**config.mk**
```make
export PLATFORM = sky130hd
export DESIGN_NAME = burst_addr_seq
export DESIGN_NICKNAME = d
export VERILOG_FILES = /design/src/rtl/bas_pkg.sv /design/src/rtl/bas_start_reg.sv /design/src/rtl/bas_beat_ctr.sv /design/src/rtl/bas_order_map.sv /design/src/rtl/burst_addr_seq.sv
export SDC_FILE = /design/constraint.sdc
export NUM_CORES = 1
export LEC_CHECK = 0
export BUFFER_PORTS_ARGS = -buffer_cell sky130_fd_sc_hd__buf_2
export CORE_MARGIN = 5
export CORE_UTILIZATION = 44
export DETAILED_ROUTE_END_ITERATION = 10
export GPL_ROUTABILITY_DRIVEN = 0
export PLACE_DENSITY = 0.74
export RECOVER_POWER = 25
export SYNTH_ARGS = -nofsm -noshare
export SYNTH_HDL_FRONTEND = slang
export SYNTH_SLANG_ARGS = --single-unit
```
**constraint.sdc**
```tcl
create_clock -name clk -period 1.1 [get_ports clk]
set_input_delay 0.055 -clock clk [delete_from_list [all_inputs] [get_ports clk]]
set_output_delay 0.055 -clock clk [all_outputs]
set_load 0.05 [all_outputs]
```
**src/rtl/bas_pkg.sv**
```systemverilog
package bas_pkg;

    // Burst ordering selected at the strobe edge
    typedef enum logic {
        ORDER_LINEAR     = 1'b0,
        ORDER_INTERLEAVE = 1'b1
    } order_e;

endpackage

```
**src/rtl/bas_start_reg.sv**
```systemverilog
// Holds the starting address and the burst order of the active burst.
module bas_start_reg #(
    parameter int ADDR_W = 17
) (
    input  logic               clk,
    input  logic               srst_n,
    input  logic               load,
    input  logic [ADDR_W-1:0]  addr_in,
    input  bas_pkg::order_e    order_in,
    output logic [ADDR_W-1:0]  start_addr,
    output bas_pkg::order_e    order_q
);

    typedef struct packed {
        logic [ADDR_W-1:0] addr;
        bas_pkg::order_e   order;
    } start_t;

    start_t st_d, st_q;

    always_comb begin
        st_d = st_q;
        if (load) begin
            st_d.addr  = addr_in;
            st_d.order = order_in;
        end
    end

    always_ff @(posedge clk) begin
        if (!srst_n) begin
            st_q <= '0;
        end else begin
            st_q <= st_d;
        end
    end

    assign start_addr = st_q.addr;
    assign order_q    = st_q.order;

endmodule

```
**src/rtl/bas_beat_ctr.sv**
```systemverilog
// Wrapping beat counter: cleared by a load, stepped by an advance.
module bas_beat_ctr #(
    parameter int BEAT_W = 2
) (
    input  logic              clk,
    input  logic              srst_n,
    input  logic              load,
    input  logic              step,
    output logic [BEAT_W-1:0] beat
);

    localparam logic [BEAT_W-1:0] BEAT_ONE = BEAT_W'(1);

    typedef struct packed {
        logic [BEAT_W-1:0] cnt;
    } ctr_t;

    ctr_t ctr_d, ctr_q;

    always_comb begin
        ctr_d = ctr_q;
        if (load) begin
            ctr_d.cnt = '0;                    // strobe wins over advance
        end else if (step) begin
            ctr_d.cnt = ctr_q.cnt + BEAT_ONE;  // natural wrap
        end
    end

    always_ff @(posedge clk) begin
        if (!srst_n) begin
            ctr_q <= '0;
        end else begin
            ctr_q <= ctr_d;
        end
    end

    assign beat = ctr_q.cnt;

endmodule

```
**src/rtl/bas_order_map.sv**
```systemverilog
// Maps start low bits and beat count to the beat's low address bits.
module bas_order_map #(
    parameter int BEAT_W = 2
) (
    input  logic [BEAT_W-1:0] start_low,
    input  logic [BEAT_W-1:0] beat,
    input  bas_pkg::order_e   order,
    output logic [BEAT_W-1:0] low_out
);

    logic [BEAT_W-1:0] lin_low;
    logic [BEAT_W-1:0] int_low;

    assign lin_low = start_low + beat;

    for (genvar b = 0; b < BEAT_W; b++) begin : g_xor_bit
        assign int_low[b] = start_low[b] ^ beat[b];
    end

    always_comb begin
        unique case (order)
            bas_pkg::ORDER_INTERLEAVE: low_out = int_low;
            default:                   low_out = lin_low;
        endcase
    end

endmodule

```
**src/rtl/burst_addr_seq.sv**
```systemverilog
// Burst address sequencer: top level.
module burst_addr_seq #(
    parameter int ADDR_W = 17,
    parameter int BEAT_W = 2
) (
    input  logic              clk,
    input  logic              srst_n,
    input  logic [ADDR_W-1:0] addr_in,
    input  logic              cpu_stb_n,
    input  logic              ctl_stb_n,
    input  logic              adv_n,
    input  logic              order_sel,
    output logic [ADDR_W-1:0] burst_addr
);

    localparam int UPPER_W = ADDR_W - BEAT_W;

    logic              load;
    logic              step;
    logic [ADDR_W-1:0] start_addr;
    bas_pkg::order_e   order_q;
    bas_pkg::order_e   order_in;
    logic [BEAT_W-1:0] beat;
    logic [BEAT_W-1:0] low_bits;

    // Either strobe starts a burst; advance only counts without a strobe.
    assign load     = ~cpu_stb_n | ~ctl_stb_n;
    assign step     = ~adv_n;
    assign order_in = bas_pkg::order_e'(order_sel);

    bas_start_reg #(.ADDR_W(ADDR_W)) i_start (
        .clk        (clk),
        .srst_n     (srst_n),
        .load       (load),
        .addr_in    (addr_in),
        .order_in   (order_in),
        .start_addr (start_addr),
        .order_q    (order_q)
    );

    bas_beat_ctr #(.BEAT_W(BEAT_W)) i_ctr (
        .clk    (clk),
        .srst_n (srst_n),
        .load   (load),
        .step   (step),
        .beat   (beat)
    );

    bas_order_map #(.BEAT_W(BEAT_W)) i_map (
        .start_low (start_addr[BEAT_W-1:0]),
        .beat      (beat),
        .order     (order_q),
        .low_out   (low_bits)
    );

    logic [UPPER_W-1:0] upper_bits;
    assign upper_bits = start_addr[ADDR_W-1:BEAT_W];
    assign burst_addr = {upper_bits, low_bits};

endmodule

```
## Word level (Yosys, flattened, before mapping)

Index checks and enable logic that the tools add are counted.

| operators by class | value |
|---|---|
| add/subtract/negate cells | 2 |
| bitwise logic cells | 6 |
| mux-type cells | 1 |
| reduce and logical (&&, ||, !) cells | 1 |

Operators with widths:

| operator | count |
|---|---|
| $not 1->1 | 3 |
| $add 2x1->2 const B | 1 |
| $add 2x2->2 | 1 |
| $mux 2 | 1 |
| $reduce_or 2->1 | 1 |
| $xor 1x1->1 | 2 |
| $or 1x1->1 | 1 |

| storage, ports and cells | value |
|---|---|
| bits in registers | 20 |
| logic and storage cells | 13 |
| input port bits | 23 |
| output and inout port bits | 17 |

## Longest topological paths before layout

Gate-level depths: netlist of the first run.

| logic depth | value |
|---|---|
| depth after elaboration | 3 |
| mapped depth | 5 |
| gate-level depth less buffers | 3 |

## By module

From an unflattened synthesis of the first run, not the netlist that was laid out.

| second synthesis, totals | value |
|---|---|
| cell total of the unflattened synthesis | 71 |
| area, all modules | 817.0 µm² |

Modules (own cells, without submodules):

| module | sequential area each (µm²) | times used | area each (µm²) | cells an instance |
|---|---|---|---|---|
| bas_start_reg | 360.3 | 1 | 688.2 | 57 |
| bas_beat_ctr | 40.0 | 1 | 85.1 | 8 |
| bas_order_map | 0.0 | 1 | 36.3 | 4 |
| burst_addr_seq | 0.0 | 1 | 7.5 | 2 |

## Least setup slack after synthesis of the first run

Ideal clock, no wire load.

| timing path | value |
|---|---|
| kind | flip-flop to output port |
| start point | register i_ctr.ctr_q, in the netlist i_ctr.beat[0] |
| end point | output burst_addr[1] |
| arrival time | 1.424 ns |
| slack | -0.379 ns |
| cell stages (with the launch flop) | 4 |
| required time | 1.045 ns |
| buffers on the path | 0 |
| path through | dfxtp_1 -> ha_1 -> nor2b_1 -> xnor2_1 |

| between the ends | value |
|---|---|
| longest elaborated chain between the ends | 2 |

RTL lines:

| element | line | source |
|---|---|---|
| start: declaration | bas_beat_ctr.sv:18 | `ctr_t ctr_d, ctr_q;` |
| start signal: assignment | bas_beat_ctr.sv:33 | `ctr_q <= ctr_d;` |
| $add 2x2->2 | bas_order_map.sv:14 | `assign lin_low = start_low + beat;` |
| $mux 2 | bas_order_map.sv:21 | `unique case (order)` |
| end: declaration | burst_addr_seq.sv:13 | `output logic [ADDR_W-1:0] burst_addr` |

Every way passes these cells.

## Final worst setup path of the first run

Same ends and word-level chain as after synthesis.

==> results of run 1 <==
-- metrics by stage --
| stage | setup TNS (ns) | power [mW] |
|---|---|---|
| after CTS | -0.2337 | 1.605 |
| after floorplan | 0 | 1.058 |
| after global placement | -0.1074 | 1.136 |
| after detailed placement | -0.1286 | 1.143 |
| after global routing | -0.3051 | 1.652 |
| final | -0.2058 | 1.571 |
-- power breakdown --
| part | switching [mW] | total, mW | internal, mW |
|---|---|---|---|
| Combinational | 0.233 | 0.374 | 0.140 |
| Sequential | 0.0222 | 0.789 | 0.767 |
| Clock | 0.207 | 0.409 | 0.201 |
| Total | 0.463 | 1.57 | 1.11 |
-- cells by family (layout without fill, tap and decap cells) --
logic type,Yosys count,count (layout),share of synthesized area
and+or+nand+nor,44,44,0.2152
DFF,20,20,0.4783
AOI/OAI and AO/OA,18,18,0.2063
buffers and inverters,5,55,0.05380
xor gates and xnor gates,3,3,0.03140
adders and majority gates,1,1,0.01495
other,0,1,0
-- Yosys cell counts --
library cell and n:
sky130_fd_sc_hd__nand2_1 37, sky130_fd_sc_hd__dfxtp_1 20, sky130_fd_sc_hd__a21boi_2 10, sky130_fd_sc_hd__a21boi_0 8, sky130_fd_sc_hd__nor2b_1 3, sky130_fd_sc_hd__xnor2_1 3
sky130_fd_sc_hd__and2_2 1, sky130_fd_sc_hd__buf_12 1, sky130_fd_sc_hd__buf_2 1, sky130_fd_sc_hd__buf_6 1, sky130_fd_sc_hd__clkbuf_1 1, sky130_fd_sc_hd__clkbuf_2 1
sky130_fd_sc_hd__ha_1 1, sky130_fd_sc_hd__nand2_2 1, sky130_fd_sc_hd__nor2_1 1, sky130_fd_sc_hd__nor3_1 1
-- cells in the final DEF (no fill, tap or decap), drive strengths merged, types with 3 or more instances in the layout --
master	netlist	routed
buf	3	41
dfxtp	20	20
clkbuf	2	4
dlygate4sd3	0	10
a21boi	18	18
nand2	38	38
xnor2	3	3
nor2b	3	3
-- metal layers --
metal  vias to the layer above  global-route usage  part of all wire  routed length, microns
met3                         4             0.03324             0.043                      82
met1                       332              0.1652              0.41                     783
met5                         -                   0                 0                       0
met4                         0             0.08085             0.016                      31
li1                        392                   -                 -                       -
met2                        16              0.2776              0.53                    1024
-- sequential cells by signal, summed over array words and instances, names as in the netlist --
name / cells
i_ctr.beat: 2
i_start.order_q: 1
i_start.start_addr: 17
-- final cells by class --
cell class / count / area share
clock buffer: 4 / 0.02987
tap: 25 / 0.02575
multi-input combinational: 66 / 0.3419
timing repair buffer: 51 / 0.2688
sequential: 20 / 0.3316
antenna: 1 / 0.002060
-- path summary, 6_finish.rpt --
kind / cells past startpoint / end
max reg2reg: 4 / i_ctr.beat[1]$_SDFFE_PP0N_
min: 3 / i_start.start_addr[5]$_SDFFE_PN0P_
min reg2reg: 2 / i_start.start_addr[7]$_SDFFE_PN0P_
max: 4 / burst_addr[1]
-- critical path: cells and delay by family, from the launching register on --
family,cells,cell delay (ns)
flip-flops,1,0.37
buffers and inverters,1,0.17
XOR/XNOR,1,0.13
adder cells (fa/ha/maj),1,0.12
AND/OR/NAND/NOR,1,0.18
-- repair_timing --
item                                    in CTS  in global routing
resized for setup                           11                  0
pin swaps                                    2                  0
endpoints found under the hold margin       10                  0
endpoints found under the setup margin       2                  2
hold buffers                                10                  0
==> results.py, run 1 <==
metrics = {
    "status": {
        "outcome": "complete, but fails checks",
        "violated_checks": "setup timing",
    },
    "worst_hold_path": {
        "worst_hold_startpoint": "addr_in[5]",
        "worst_hold_path_type": "input port to flop",
    },
    "route": {
        "wire_per_inst_microns": 11.51,
        "viasPerCell": 4.455,
        "drc": 0,
        "vias": 744,
        "wirelength_mm": 1.922,
        "drt_antenna_net_count": 0,
        "drt_iter0_drc": 4,
        "drt_pass1_iterations": 2,
    },
    "global_routing": {
        "grt_pass1_wl_mm": 3.208,
        "grt_antenna_before_repair": 0,
        "first_global_vias": 757,
        "grt_start_max_net_pins": 20,
        "grt-ovfl-total": 0,
        "grt_usage": 0.1534,
    },
    "placement": {
        "preCtsSetupSlack_ns": -0.1286,
        "dpl-instance-area_sq_um": 1052,
        "placed_cells": 152,
        "dp_hpwl_mm": 1.311,
        "port-buffer-count": 39,
    },
    "critical_path": {
        "timing.critical_path.from": "i_ctr.beat[0]$_SDFFE_PP0N_",
        "slowest_delay_ns": 0.37,
        "setup.worst_path.class": "flop to output pin",
        "critical_path_peak_fanout": 2,
        "worstReg2RegStart": "i_ctr.beat[0]$_SDFFE_PP0N_",
        "timing.critical_path.from_type": "flop",
        "critical_path.endpoint_type": "output pin",
        "critical_path.slowest_cell": "sky130_fd_sc_hd__dfxtp_2",
        "crit_arrival_ns": 1.25,
        "crit_path_cell_trace": "ha_4, nor2b_4, xnor2_4, buf_6",
        "regToRegSetupSlack_ns": 0.14,
        "critPathRequiredTime_ns": 1.04,
    },
    "synthesis": {
        "synth_top_cell_area_share": 0.4783,
        "netlist_area_sq_um": 837.1,
        "netlist_top_cells_area": "sky130_fd_sc_hd__dfxtp_1, sky130_fd_sc_hd__nand2_1, sky130_fd_sc_hd__a21boi_2",
        "yosys.cell_types.count": 16,
        "syn-num-nets": 115,
        "ys_seq_area_frac": 0.4783,
        "post-synth-top-area-cell": "sky130_fd_sc_hd__dfxtp_1",
        "synthesis.yosys.warnings": 0,
        "postSynthRegisterBits": 20,
        "syn_avg_cell_area_sq_um": 9.198,
        "netlist_instances": 91,
    },
    "finish": {
        "final_cell_count_no_fill": 167,
        "register_area_sq_um": 402.9,
        "multi_input_comb_area_sq_um": 415.4,
        "syn_to_final_growth_pct": 45.14,
        "drive_gt1_frac": 0.4113,
        "postLayoutCoreUtil": 0.6887,
        "layout.filler_cells": 164,
        "finish.net_count": 166,
        "area_of_all_placed_cells_without_fillers_sq_um": 1215,
    },
    "timing": {
        "finalHoldViolCount": 0,
        "actual_transition_at_the_worst_max_transition_pin_ns": 0.3667,
        "fin_skew_ns": 0.002794,
        "setup_slack_ns": -0.2058,
        "finalSetupViolations": 1,
        "min_period_ns": 1.306,
        "fmaxAchievable_ghz": 0.7658,
        "rsz_0062_raised_after_global_routing": "true",
        "slew_viol_final": 0,
        "max-slew-margin-rel": 0.7555,
        "finalCritPeriodShare": 1.187,
        "timing.hold.ws_ns": 0.003857,
    },
    "cts": {
        "clock_buffer_count_from_cts": 3,
        "clk_pin_slew_worst_paths_ns": 0.11,
        "clock_insertion_delay_worst_skew_ns": 0.29,
        "tritoncts_clock_tree": "yes",
        "postCtsSetupBuffers": 0,
        "cts.sinks": 20,
        "maximum_count_of_clock_buffers_along_a_single_path": 2,
        "root_buf_cell": "sky130_fd_sc_hd__clkbuf_4",
        "h_tree_lvls": 1,
    },
    "power_and_ir_drop": {
        "ir_drop_uv": 810.0,
        "cell_area_power_density_nw_per_um2": 1293,
        "power.leakage_nw": 0.5635,
    },
    "floorplan": {
        "die_width_microns": 53.62,
        "initial_core_utilization": 0.4745,
        "io_pins": 40,
        "die-height_microns": 53.62,
        "std_cell_rows": 15,
        "die_footprint_sq_um": 2875,
        "core_region_area_sq_um": 1764,
    },
    "flow_run": {
        "cap_viol_max_count": 0,
    },
}
Power figures use the tool's default switching activity.
==> run 2, diff against run 1 <==
--- a/config.mk
+++ b/config.mk
@@ -10,8 +10,9 @@
 export CORE_UTILIZATION = 44
 export DETAILED_ROUTE_END_ITERATION = 10
 export GPL_ROUTABILITY_DRIVEN = 0
-export PLACE_DENSITY = 0.74
+export PLACE_DENSITY = 0.77
 export RECOVER_POWER = 25
+export REMOVE_ABC_BUFFERS = 1
 export SYNTH_ARGS = -nofsm -noshare
 export SYNTH_HDL_FRONTEND = slang
 export SYNTH_SLANG_ARGS = --single-unit
==> results.py, run 2 (synthesis gave the netlist of run 1 again) <==
metrics = {
    "flow_run": {
        "cap_viol_max_count": 0,
    },
    "floorplan": {
        "initial_core_utilization": 0.4745,
        "core_region_area_sq_um": 1764,
        "die_width_microns": 53.62,
        "die_footprint_sq_um": 2875,
        "io_pins": 40,
        "std_cell_rows": 15,
        "die-height_microns": 53.62,
    },
    "critical_path": {
        "critical_path_peak_fanout": 2,
        "setup.worst_path.class": "flop to output pin",
        "critical_path.endpoint_type": "output pin",
        "critical_path.top_delay_family": "flip-flops",
        "critical_path.slowest_cell": "sky130_fd_sc_hd__dfxtp_2",
        "critPathRequiredTime_ns": 1.04,
        "crit_arrival_ns": 1.28,
        "worst-path-buf-inv": 1,
        "slowest_delay_ns": 0.35,
        "crit_path_cell_trace": "ha_4, nor2b_4, xnor2_2, buf_6",
        "timing.critical_path.from_type": "flop",
    },
    "finish": {
        "layout_common_cells": "sky130_fd_sc_hd__nand2_1, sky130_fd_sc_hd__buf_2, sky130_fd_sc_hd__dlygate4sd3_1, sky130_fd_sc_hd__dfxtp_1, sky130_fd_sc_hd__a21boi_0",
        "multi_input_comb_area_sq_um": 404.1,
        "antenna_cells": 0,
        "register_area_sq_um": 402.9,
        "finish.net_count": 176,
        "layout.filler_cells": 154,
        "final_cell_count_no_fill": 175,
        "drive_gt1_frac": 0.3867,
        "syn_to_final_growth_pct": 53.21,
        "area_of_all_placed_cells_without_fillers_sq_um": 1282,
        "largest_register_ff_count": 17,
    },
    "timing": {
        "max-slew-margin-rel": 0.7758,
        "fmaxAchievable_ghz": 0.7516,
        "rsz_0062_raised_after_global_routing": "true",
        "actual_transition_at_the_worst_max_transition_pin_ns": 0.3352,
        "finalCritPeriodShare": 1.210,
        "finalHoldViolCount": 0,
        "fin_skew_ns": 0.00009034,
        "slew_viol_final": 0,
        "min_period_ns": 1.330,
        "setup_slack_ns": -0.2305,
        "finalSetupViolations": 2,
    },
    "global_routing": {
        "grt_antenna_before_repair": 0,
        "grt_start_max_net_pins": 20,
        "first_global_vias": 770,
        "grt-ovfl-total": 0,
        "grt_pass1_wl_mm": 3.215,
        "grt_usage": 0.1610,
    },
    "cts": {
        "maximum_count_of_clock_buffers_along_a_single_path": 2,
        "root_buf_cell": "sky130_fd_sc_hd__clkbuf_4",
        "clk_pin_slew_worst_paths_ns": 0.10,
        "h_tree_lvls": 1,
        "cts.sinks": 20,
        "tritoncts_clock_tree": "yes",
        "clock_insertion_delay_worst_skew_ns": 0.30,
        "clock_buffer_count_from_cts": 3,
    },
    "placement": {
        "port-buffer-count": 39,
        "dp_hpwl_mm": 1.327,
        "dpl-instance-area_sq_um": 1033,
        "placed_cells": 152,
    },
    "route": {
        "drt_pass1_iterations": 2,
        "vias": 799,
        "wire_per_inst_microns": 12.32,
        "drc": 0,
        "drt_iter0_drc": 2,
        "drt_antenna_net_count": 0,
        "viasPerCell": 4.566,
        "wirelength_mm": 2.156,
    },
    "worst_hold_path": {
        "worst_hold_path_type": "input port to flop",
    },
    "power_and_ir_drop": {
        "ir_drop_uv": 785.6,
        "cell_area_power_density_nw_per_um2": 1191,
        "power.leakage_nw": 0.5996,
    },
    "status": {
        "outcome": "complete, but fails checks",
        "violated_checks": "setup timing",
    },
}
==> run 2: changes by cell type in the layout (fill, tap and decap cells not counted), sizes merged <==
cell,delta
diode,-1
clkbuf,-1
buf,+2
dlygate4sd3,+8
==> run 2: report_power, final <==
part / internal, mW / leakage [nW] / total (mW) / switching [mW]
sequential: 0.767 / 0.166 / 0.790 / 0.0238
clock: 0.128 / 0.0138 / 0.339 / 0.211
combinational: 0.159 / 0.420 / 0.398 / 0.239
total: 1.05 / 0.600 / 1.53 / 0.473
==> run 2: worst reg2reg max path: stages, from the launching register on <==
cell	delay (ns)
sky130_fd_sc_hd__dfxtp_2	0.36
sky130_fd_sc_hd__buf_4	0.11
sky130_fd_sc_hd__nor2b_1	0.19
sky130_fd_sc_hd__xnor2_1	0.15
sky130_fd_sc_hd__nor2_1	0.06
==> run 2: final timing paths <==
path / depth (start not counted) / slack, ns / endpoint / startpoint
worst max-delay path: 4 / -0.23 / burst_addr[1] / i_start.start_addr[0]$_SDFFE_PN0P_
worst min-delay path: 3 / 0.06 / i_ctr.beat[0]$_SDFFE_PP0N_ / adv_n
worst max register to register: 4 / 0.12 / i_ctr.beat[1]$_SDFFE_PP0N_ / i_ctr.beat[0]$_SDFFE_PP0N_
worst min register to register: 2 / 0.46 / i_start.start_addr[7]$_SDFFE_PN0P_ / i_start.start_addr[7]$_SDFFE_PN0P_
==> run 2: what timing repair did <==
action / in CTS / in global routing
hold endpoints to repair: 16 / 2
pin swaps: 1 / 2
endpoints found under the setup margin: 2 / 2
hold buffers: 16 / 2
setup buffers: 1 / 1
gates resized for setup: 10 / 3
==> run 2: cell type report <==
type,instances,share of cell area
tap,25,0.02439
clock buffer,3,0.01756
timing repair buffer,61,0.3288
multi-input combinational,66,0.3151
sequential,20,0.3141
==> run 2: stage by stage <==
| step | TNS [ns] | utilization | setup WS, ns | total power, mW | hold WS [ns] |
|---|---|---|---|---|---|
| final | -0.2388 | 0.7270 | -0.2305 | 1.527 | 0.05998 |
| after global routing | -0.3195 | 0.7270 | -0.2790 | 1.604 | 0.06431 |
| after detailed placement | 0 | 0.5858 | 0.03071 | 1.137 | 0.3154 |
| after floorplan | -0.3793 | - | -0.3793 | 1.030 | 0.1976 |
| after CTS | -0.2455 | 0.7135 | -0.2296 | 1.531 | 0.0004045 |
| after global placement | 0 | 0.5858 | 0.04454 | 1.130 | 0.3082 |
==> run 2: layer usage <==
metal	vias to the layer above	part of all wire	track usage
met2	20	0.58	0.3143
met4	0	0.020	0.07660
met3	5	0.053	0.05817
met5	-	0	0
met1	367	0.35	0.1433
li1	407	-	-
==> run 3, diff against run 2 <==
--- a/config.mk
+++ b/config.mk
@@ -7,12 +7,14 @@
 export LEC_CHECK = 0
 export BUFFER_PORTS_ARGS = -buffer_cell sky130_fd_sc_hd__buf_2
 export CORE_MARGIN = 5
-export CORE_UTILIZATION = 44
+export CORE_UTILIZATION = 46
+export CTS_BUF_LIST = sky130_fd_sc_hd__clkbuf_8
 export DETAILED_ROUTE_END_ITERATION = 10
 export GPL_ROUTABILITY_DRIVEN = 0
-export PLACE_DENSITY = 0.77
+export PLACE_DENSITY = 0.8
 export RECOVER_POWER = 25
 export REMOVE_ABC_BUFFERS = 1
+export SLEW_MARGIN = 20
 export SYNTH_ARGS = -nofsm -noshare
 export SYNTH_HDL_FRONTEND = slang
 export SYNTH_SLANG_ARGS = --single-unit
==> results.py, run 3 (synthesis gave the netlist of run 1 again) <==
metrics = {
    "finish": {
        "largest_register_ff_count": 17,
        "antenna_cells": 0,
        "multi_input_comb_area_sq_um": 395.4,
        "layout_common_cells": "sky130_fd_sc_hd__nand2_1, sky130_fd_sc_hd__buf_2, sky130_fd_sc_hd__dfxtp_1",
        "syn_to_final_growth_pct": 31.54,
        "postLayoutCoreUtil": 0.6377,
        "register_area_sq_um": 402.9,
        "layout.filler_cells": 158,
        "finish.net_count": 155,
        "drive_gt1_frac": 0.4154,
    },
    "timing": {
        "setup_slack_ns": -0.1454,
        "fin_skew_ns": 0.0001219,
        "finalHoldViolCount": 0,
        "finalCritPeriodShare": 1.132,
        "min_period_ns": 1.245,
        "fmaxAchievable_ghz": 0.8030,
        "max-slew-margin-rel": 0.6833,
        "fin_tns_setup_ns": -0.1454,
        "rsz_0062_raised_after_global_routing": "true",
        "finalSetupViolations": 1,
        "slew_viol_final": 0,
        "actual_transition_at_the_worst_max_transition_pin_ns": 0.4747,
    },
    "route": {
        "drc": 0,
        "viasPerCell": 4.561,
        "drt_iter0_drc": 1,
        "drt_antenna_net_count": 0,
        "drt_pass1_iterations": 3,
        "wirelength_mm": 1.757,
        "wire_per_inst_microns": 11.34,
        "vias": 707,
    },
    "critical_path": {
        "reg2reg_to": "i_ctr.beat[1]$_SDFFE_PP0N_",
        "worstReg2RegStart": "i_ctr.beat[0]$_SDFFE_PP0N_",
        "critical_path_peak_fanout": 2,
        "crit_arrival_ns": 1.19,
        "critical_path_cell_count": 4,
        "critical_path.top_delay_family": "flip-flops",
        "setup.worst_path.class": "flop to output pin",
        "critPathRequiredTime_ns": 1.04,
        "slowest_delay_ns": 0.34,
        "critical_path.endpoint_type": "output pin",
        "crit_path_cell_trace": "ha_4, nor2b_4, xnor2_1, buf_4",
        "worst-path-buf-inv": 1,
        "timing.critical_path.from_type": "flop",
        "critical_path.slowest_cell": "sky130_fd_sc_hd__dfxtp_2",
        "regToRegSetupSlack_ns": 0.20,
        "worst_r2r_path_depth": 3,
    },
    "placement": {
        "preCtsSetupSlack_ns": 0.01608,
        "dp_hpwl_mm": 1.296,
        "port-buffer-count": 39,
    },
    "global_routing": {
        "grt-ovfl-total": 0,
        "first_global_vias": 609,
        "grt_start_max_net_pins": 20,
        "grt_pass1_wl_mm": 2.697,
        "grt_antenna_before_repair": 0,
        "grt_usage": 0.1337,
    },
    "floorplan": {
        "initial_core_utilization": 0.4848,
        "die_width_microns": 52.66,
        "std_cell_rows": 15,
        "die-height_microns": 52.66,
        "core_region_area_sq_um": 1727,
        "io_pins": 40,
        "die_footprint_sq_um": 2773,
    },
    "worst_hold_path": {
        "hold_path_end": "i_start.start_addr[8]$_SDFFE_PN0P_",
        "worst_hold_path_type": "input port to flop",
        "hold_path_cell_cnt": 3,
        "worst_hold_startpoint": "addr_in[8]",
    },
    "status": {
        "violated_checks": "setup timing",
        "outcome": "complete, but fails checks",
    },
    "power_and_ir_drop": {
        "ir_drop_uv": 1222,
        "cell_area_power_density_nw_per_um2": 1512,
        "power.leakage_nw": 0.5251,
    },
    "cts": {
        "cts.hold.buffers_added": 0,
        "tritoncts_clock_tree": "yes",
        "h_tree_lvls": 1,
        "maximum_count_of_clock_buffers_along_a_single_path": 2,
        "cts.sinks": 20,
        "postCtsSetupBuffers": 0,
        "root_buf_cell": "sky130_fd_sc_hd__clkbuf_8",
        "clock_insertion_delay_worst_skew_ns": 0.25,
        "clk_pin_slew_worst_paths_ns": 0.07,
        "clock_buffer_count_from_cts": 3,
    },
    "flow_run": {
        "cap_viol_max_count": 0,
    },
}
==> run 3: worst max path at each step <==
stage                                            start       endpoint  slack, ns
detailed placement          i_ctr.beat[0]$_SDFFE_PP0N_  burst_addr[1]       0.02
CTS                 i_start.start_addr[0]$_SDFFE_PN0P_  burst_addr[1]      -0.18
floorplan                   i_ctr.beat[0]$_SDFFE_PP0N_  burst_addr[1]      -0.38
finish              i_start.start_addr[0]$_SDFFE_PN0P_  burst_addr[1]      -0.15
global placement            i_ctr.beat[0]$_SDFFE_PP0N_  burst_addr[1]       0.05
global route                i_ctr.beat[0]$_SDFFE_PP0N_  burst_addr[1]      -0.19
==> run 3: what timing repair did <==
| item | CTS | global route |
|---|---|---|
| endpoints found under the setup margin | 2 | 2 |
| pin swaps | 2 | 1 |
| resized for setup | 7 | 2 |
==> run 3: report_power, final <==
part           switching, mW  total (mW)  internal (mW)
clock network          0.229       0.547          0.318
logic                  0.222       0.329          0.106
registers             0.0229       0.790          0.767
total                  0.474        1.67           1.19
==> run 3: cell type report <==
type / instances / share of cell area
clock buffer: 4 / 0.05000
multi-input combinational: 66 / 0.3591
sequential: 20 / 0.3659
tap: 25 / 0.02841
timing repair buffer: 40 / 0.1966
==> run 3: tightest hold or removal path, stage by stage <==
cell and delay, ns:
sky130_fd_sc_hd__buf_2 0.09, sky130_fd_sc_hd__nand2_1 0.06, sky130_fd_sc_hd__a21boi_2 0.05
==> run 3: stage by stage <==
step           instance area (sq um)  power [mW]  std cells  hold slack (ns)
5_1_grt                         1101       1.747        155          0.04188
3_3_place_gp                    1039       1.132        151           0.3076
2_1_floorplan                  792.0       1.030         86           0.1976
3_5_place_dp                    1039       1.138        151           0.3163
4_1_cts                         1114       1.694        155          0.04162
6_report                        1101       1.665        155          0.04534
==> run 3: layer usage <==
metal,vias up,part of all wire,GRT usage
li1,366,-,-
met4,0,0.0068,0.03830
met2,22,0.51,0.2231
met3,2,0.075,0.05698
met1,317,0.40,0.1540
met5,-,0,0
